==> src/rtl/sync_ratio_divider_pkg.sv <==
package sync_ratio_divider_pkg;

    // Selected ratio pair: fast picks the 1 and 2/3 set, alt picks the larger coarse ratio
    typedef struct packed {
        logic fast;
        logic alt;
    } ratio_sel_t;

endpackage

==> src/rtl/srd_gate.sv <==
// Reset release synchronizer and falling-edge run gate
module srd_gate #(
    parameter int SYNC_STAGES = 2
) (
    input  logic clk,
    input  logic rst,
    input  logic run_n,
    output logic run_o,
    output logic div_rst_o
);

    logic [SYNC_STAGES-1:0] sync_d, sync_q;
    logic                   run_d, run_q;

    always_comb begin
        sync_d = sync_q << 1;
        // the gate may only open once the dividers are out of reset
        run_d  = !run_n && !sync_q[SYNC_STAGES-1];
    end

    always_ff @(posedge clk or posedge rst) begin
        if (rst) sync_q <= '1;
        else     sync_q <= sync_d;
    end

    // Captured while the clock is low, so the gate only moves in the low half
    always_ff @(negedge clk or posedge rst) begin
        if (rst) run_q <= 1'b0;
        else     run_q <= run_d;
    end

    assign run_o     = run_q;
    assign div_rst_o = sync_q[SYNC_STAGES-1];

    assert_gate_shut_in_reset_R7: assert property (
        @(posedge clk) disable iff (rst) div_rst_o |-> !run_o
    );

endmodule

==> src/rtl/srd_core.sv <==
// Shared phase counter; both divided outputs are decoded from it
module srd_core
    import sync_ratio_divider_pkg::*;
#(
    parameter int SLOW_LO = 4,
    parameter int SLOW_HI = 6,
    parameter int FAST_LO = 2,
    parameter int FAST_HI = 3
) (
    input  logic       clk,
    input  logic       div_rst,
    input  logic       run,
    input  ratio_sel_t sel,
    output ratio_sel_t mode_o,
    output logic       half_o,
    output logic       coarse_o
);

    localparam int MAX_AB = (SLOW_LO > SLOW_HI) ? SLOW_LO : SLOW_HI;
    localparam int MAX_CD = (FAST_LO > FAST_HI) ? FAST_LO : FAST_HI;
    localparam int MAXR   = (MAX_AB > MAX_CD) ? MAX_AB : MAX_CD;
    localparam int PH_W   = (MAXR > 2) ? $clog2(MAXR) : 1;

    typedef struct packed {
        logic [PH_W-1:0] ph;
        logic            idle;
        ratio_sel_t      mode;
        logic            half;
        logic            coarse;
    } core_st_t;

    localparam core_st_t RST_ST = '{ph: '0, idle: 1'b1, mode: '0, half: 1'b0, coarse: 1'b0};

    function automatic int period_of(input ratio_sel_t m);
        case ({m.fast, m.alt})
            2'b00:   return SLOW_LO;
            2'b01:   return SLOW_HI;
            2'b10:   return FAST_LO;
            default: return FAST_HI;
        endcase
    endfunction

    core_st_t st_d, st_q;
    logic     term;

    always_comb begin
        term = st_q.idle || (st_q.ph == PH_W'(period_of(st_q.mode) - 1));
        st_d = st_q;
        if (run) begin
            if (term) begin
                st_d.mode = sel;
                st_d.ph   = '0;
                st_d.idle = 1'b0;
            end else begin
                st_d.ph = st_q.ph + 1'b1;
            end
            st_d.coarse = int'(st_d.ph) < ((period_of(st_d.mode) + 1) / 2);
            st_d.half   = !st_d.ph[0];
        end
    end

    always_ff @(posedge clk or posedge div_rst) begin
        if (div_rst) st_q <= RST_ST;
        else         st_q <= st_d;
    end

    assign mode_o   = st_q.mode;
    assign half_o   = st_q.half;
    assign coarse_o = st_q.coarse;

    assert_phase_in_range_R1: assert property (
        @(posedge clk) disable iff (div_rst) int'(st_q.ph) < period_of(st_q.mode)
    );

    assert_hold_when_gated_R3: assert property (
        @(posedge clk) disable iff (div_rst) !run |=> $stable(st_q)
    );

    assert_ratio_at_wrap_R8: assert property (
        @(posedge clk) disable iff (div_rst) !$stable(st_q.mode) |-> $past(term && run)
    );

    assert_edges_aligned_R5: assert property (
        @(posedge clk) disable iff (div_rst) $rose(st_q.coarse) |-> st_q.half
    );

endmodule

==> src/rtl/sync_ratio_divider.sv <==
module sync_ratio_divider
    import sync_ratio_divider_pkg::*;
#(
    parameter int SYNC_STAGES = 2,
    parameter int SLOW_LO     = 4,
    parameter int SLOW_HI     = 6,
    parameter int FAST_LO     = 2,
    parameter int FAST_HI     = 3
) (
    input  logic clk_in,
    input  logic mreset,
    input  logic run_n,
    input  logic fast_sel,
    input  logic alt_sel,
    output logic clk_fine,
    output logic clk_coarse
);

    logic       run, div_rst, half;
    ratio_sel_t sel, mode;

    assign sel = '{fast: fast_sel, alt: alt_sel};

    srd_gate #(.SYNC_STAGES(SYNC_STAGES)) u_gate (
        .clk       (clk_in),
        .rst       (mreset),
        .run_n     (run_n),
        .run_o     (run),
        .div_rst_o (div_rst)
    );

    srd_core #(
        .SLOW_LO (SLOW_LO),
        .SLOW_HI (SLOW_HI),
        .FAST_LO (FAST_LO),
        .FAST_HI (FAST_HI)
    ) u_core (
        .clk      (clk_in),
        .div_rst  (div_rst),
        .run      (run),
        .sel      (sel),
        .mode_o   (mode),
        .half_o   (half),
        .coarse_o (clk_coarse)
    );

    // Pass-through ratio: the gated clock itself; the gate only moves while clk_in is low
    assign clk_fine = mode.fast ? (clk_in & run) : half;

    always @(negedge clk_in) begin
        if (mreset) begin
            assert_reset_low_R6: assert (!clk_fine && !clk_coarse);
        end
    end

endmodule

==> config.mk <==
export PLATFORM = sky130hd
export DESIGN_NAME = sync_ratio_divider
export DESIGN_NICKNAME = d
export VERILOG_FILES = /design/src/rtl/sync_ratio_divider_pkg.sv /design/src/rtl/srd_gate.sv /design/src/rtl/srd_core.sv /design/src/rtl/sync_ratio_divider.sv
export SDC_FILE = /design/constraint.sdc
export NUM_CORES = 1
export LEC_CHECK = 0
export CAP_MARGIN = 20
export CORE_MARGIN = 3
export CORE_UTILIZATION = 50
export CTS_CLUSTER_DIAMETER = 120
export CTS_CLUSTER_SIZE = 40
export DETAILED_ROUTE_END_ITERATION = 12
export PLACE_DENSITY = 0.71
export SKIP_LAST_GASP = 1
export SYNTH_ARGS = -nofsm -noshare
export SYNTH_HDL_FRONTEND = slang
export SYNTH_HIERARCHICAL = 1
export SYNTH_SLANG_ARGS = --single-unit
==> constraint.sdc <==
create_clock -name clk_in -period 2.4 [get_ports clk_in]
set_input_delay 0.48 -clock clk_in [delete_from_list [all_inputs] [get_ports clk_in]]
set_output_delay 0.48 -clock clk_in [all_outputs]
set_load 0.01 [all_outputs]
; Word-level counts from Yosys, hierarchy flattened
; Cells that the tools add are included.
[word_totals]
register_bits = 11
output_inout_bits = 2
[classes]
bitwise = 2
magnitude_cmp = 1
muxes = 8
n_reduce_logical = 8
n_eq_ne = 6
n_addsub = 4
[op_table]
columns = operator, n
row1 = adder 32 x 1 -> 32 bit, 1
row2 = adder 32 x 2 -> 32 bit (second input constant), 1
row3 = less-than comparator 4 x 32 -> 1 bit, 1
row4 = two-way mux 32 bit, 1
row5 = case mux 3 bit (3 select lines), 2
row6 = two-way mux 3 bit, 4
row7 = == test 2 x 1 -> 1 bit (second input constant), 2
row8 = == test 2 bit (second input constant), 2
row9 = logical NOT 2 bit, 2
row10 = adder 3 x 1 -> 3 bit (second input constant), 1
row11 = == test 3 bit, 1
row12 = logical NOT 1 bit, 3
row13 = subtractor 3 x 1 -> 3 bit (second input constant), 1
row14 = bitwise AND 1 bit, 2
row15 = != test 2 x 1 -> 1 bit (second input constant), 1
row16 = AND reduction 2 bit, 1
row17 = logical AND 1 bit, 1
row18 = logical OR 1 bit, 1
row19 = two-way mux 1 bit, 1

; Logic depth before layout (Yosys ltp)
[depth]
word_depth = 14
mapped_depth = 11

; Cells and area by module
; Netlist, hierarchy kept.
[modules_own_cells]
columns = mod, cells_per_inst, instances, area_each_um2
row1 = srd_core, 70, 1, 684.4
row2 = srd_gate, 6, 1, 88.8
row3 = sync_ratio_divider, 3, 1, 13.8

==> flow_summary.ini <==
[power_and_ir_drop]
irDropWorstVdd_uv = 554
power_dens_cells_nw_per_um2 = 743
report.power.total_mw = 0.813
leakage_nw = 0.465

[routing]
drtIter0Drc = 23
avgRoutedWirePerCell_um = 16.1
total_drc_errors_in_the_routed_layout = 0
route.vias.total = 648
detail_route.first_pass.iterations = 4
antenna_left = 0
drt_wl_total_mm = 1.89
detail_route.vias_per_cell = 5.54

[outcome]
violations = setup timing
outcome = finished, violations left

[setup_path]
worst-setup-path-type = flop to output pin
peak_per_stage_delay_on_the_critical_path_ns = 0.42
timing.rr.end = u_core/mode_o[1]
timing.reg2reg.worst_path_depth = 4
reg2reg_setup_slack_ns = -0.11
regToRegStartpoint = u_gate/run_o
crit_path_end_kind = output pin
required_ns = 1.92
critical_path.cell_chain = nand3_2 -> o21ai_1 -> buf_2
cp-start-kind = flop
standard_cell_with_the_maximum_stage_delay_on_the_critical_path = sky130_fd_sc_hd__dfrtn_1
worstPathMaxFanout = 2
timing.critical_path.arrival_ns = 2.30

[job]
drv_cap = 0

[final_layout]
filler_cell_count = 84
most_frequent_standard_cell_in_the_layout_excluding_fill_and_tap_cells = sky130_fd_sc_hd__buf_4
nNetsFinal = 116
final_layout_size_suffix_gt1_share_pct = 42.2
antenna_cell_count = 0
flow.area_growth_from_synthesis_pct = 40.4
mostFrequentLayoutCells = sky130_fd_sc_hd__buf_4 (13), sky130_fd_sc_hd__clkbuf_4 (6), sky130_fd_sc_hd__dfrtp_1 (6)
post-route-cell-area_um2 = 1090

[sta]
setup_viol_count_final = 5
setup_slack_ns = -0.383
final_hold_viol_count = 0
timing.clock.skew_ns = 0.0147
fin_worst_hold_slack_ns = 0.210
grt_setup_unrepaired = true
maxSlewViolCount = 0

[grt]
number_of_antenna_violations_at_the_first_check_in_global_routing = 0
global_route_congestion_overflow_total = 0
grt_most_used_layer = met2
wire_length_of_the_first_global_routing_pass_mm = 3.08
grt_start_max_net_pins = 14
globalRouteMet2Util_pct = 30.6
grt_pass1_vias = 660
met3_resource_use_gr_pct = 12.6
grt_util_met1_pct = 27.3
global_route.usage.total_pct = 22.9

[cts]
clk-insertion-delay-late_ns = 0.40
clk_pin_slew_ns = 0.07
tritoncts = yes

[placement]
postPlaceCellArea_um2 = 965
hpwl_mm = 1.28
place_ws_ns = -0.330
gp_routability_congestion = 0.759
numPortBuffers = 6

[floorplanning]
fp.coreArea_um2 = 1380
floorplan.io_pins = 7
die-area_um2 = 2070
die_x_um = 45.5
die_h_um = 45.5
rows = 13
initial_core_util_pct = 56.4

[synth]
synth_area_per_cell_um2 = 9.99
syn-instance-count = 78
synth_area_um2 = 779
synthesis.nets = 91
synth_warnings = 6

[hold_path]
min_path_type = flop to asynchronous set/reset pin
-- how the worst max path moves through the flow --
stage / depth (start not counted) / endpoint / start
finish: 3 / clk_fine / u_gate/run_o
global route: 3 / clk_fine / u_gate/run_o
CTS: 3 / clk_fine / u_gate/run_o
detailed placement: 3 / clk_fine / u_gate/run_o
global placement: 3 / clk_fine / u_gate/run_o
floorplan: 10 / u_core/coarse_o / u_core/mode_o[1]
-- layer usage --
layer / vias to the layer above / routed length, um
li1: 321 / -
met4: 0 / 12
met5: - / 0
met3: 3 / 99
met2: 22 / 915
met1: 302 / 858
-- area by class of cell --
type / count / area (um2) / share of cell area, %
flip-flops and latches: 11 / 280 / 25.6
clock buffers: 8 / 53.8 / 4.91
well taps: 15 / 18.8 / 1.71
inverters: 6 / 22.5 / 2.06
repair buffers: 19 / 159 / 14.5
multi-input cells: 58 / 561 / 51.2
-- metrics by stage --
step / setup TNS, ns / instances / util [%]
2_1_floorplan: -0.0210 / 78 / -
3_3_place_gp: -0.352 / 106 / 69.8
3_5_place_dp: -0.442 / 106 / 69.8
4_1_cts: -0.513 / 115 / 75.3
5_1_grt: -1.15 / 117 / 79.2
6_report: -0.578 / 117 / 79.2
-- sequential cells by signal, indices dropped and copies added, names as in the netlist --
register	count
u_core/coarse_o	1
u_core/half_o	1
u_core/mode_o	2
u_core/st_q	4
u_gate/run_o	1
u_gate/sync_q	2
-- power by group --
group,total [mW],internal (mW),switching (mW)
clock,0.222,0.127,0.0955
sequential,0.250,0.215,0.0344
combinational,0.341,0.182,0.159
-- worst max-delay path, delay by kind of cell (launching register included) --
family | cells | cell delay [ns]
flops | 1 | 0.42
simple gates | 1 | 0.06
buf+inv | 1 | 0.15
compound gates | 1 | 0.08
-- repair_timing --
item	CTS	global route
setup endpoints to repair	5	8
gates resized for setup	8	10
hold buffers	0	0
setup buffers	2	2
pin swaps	1	5
(Power assumes the default switching activity.)
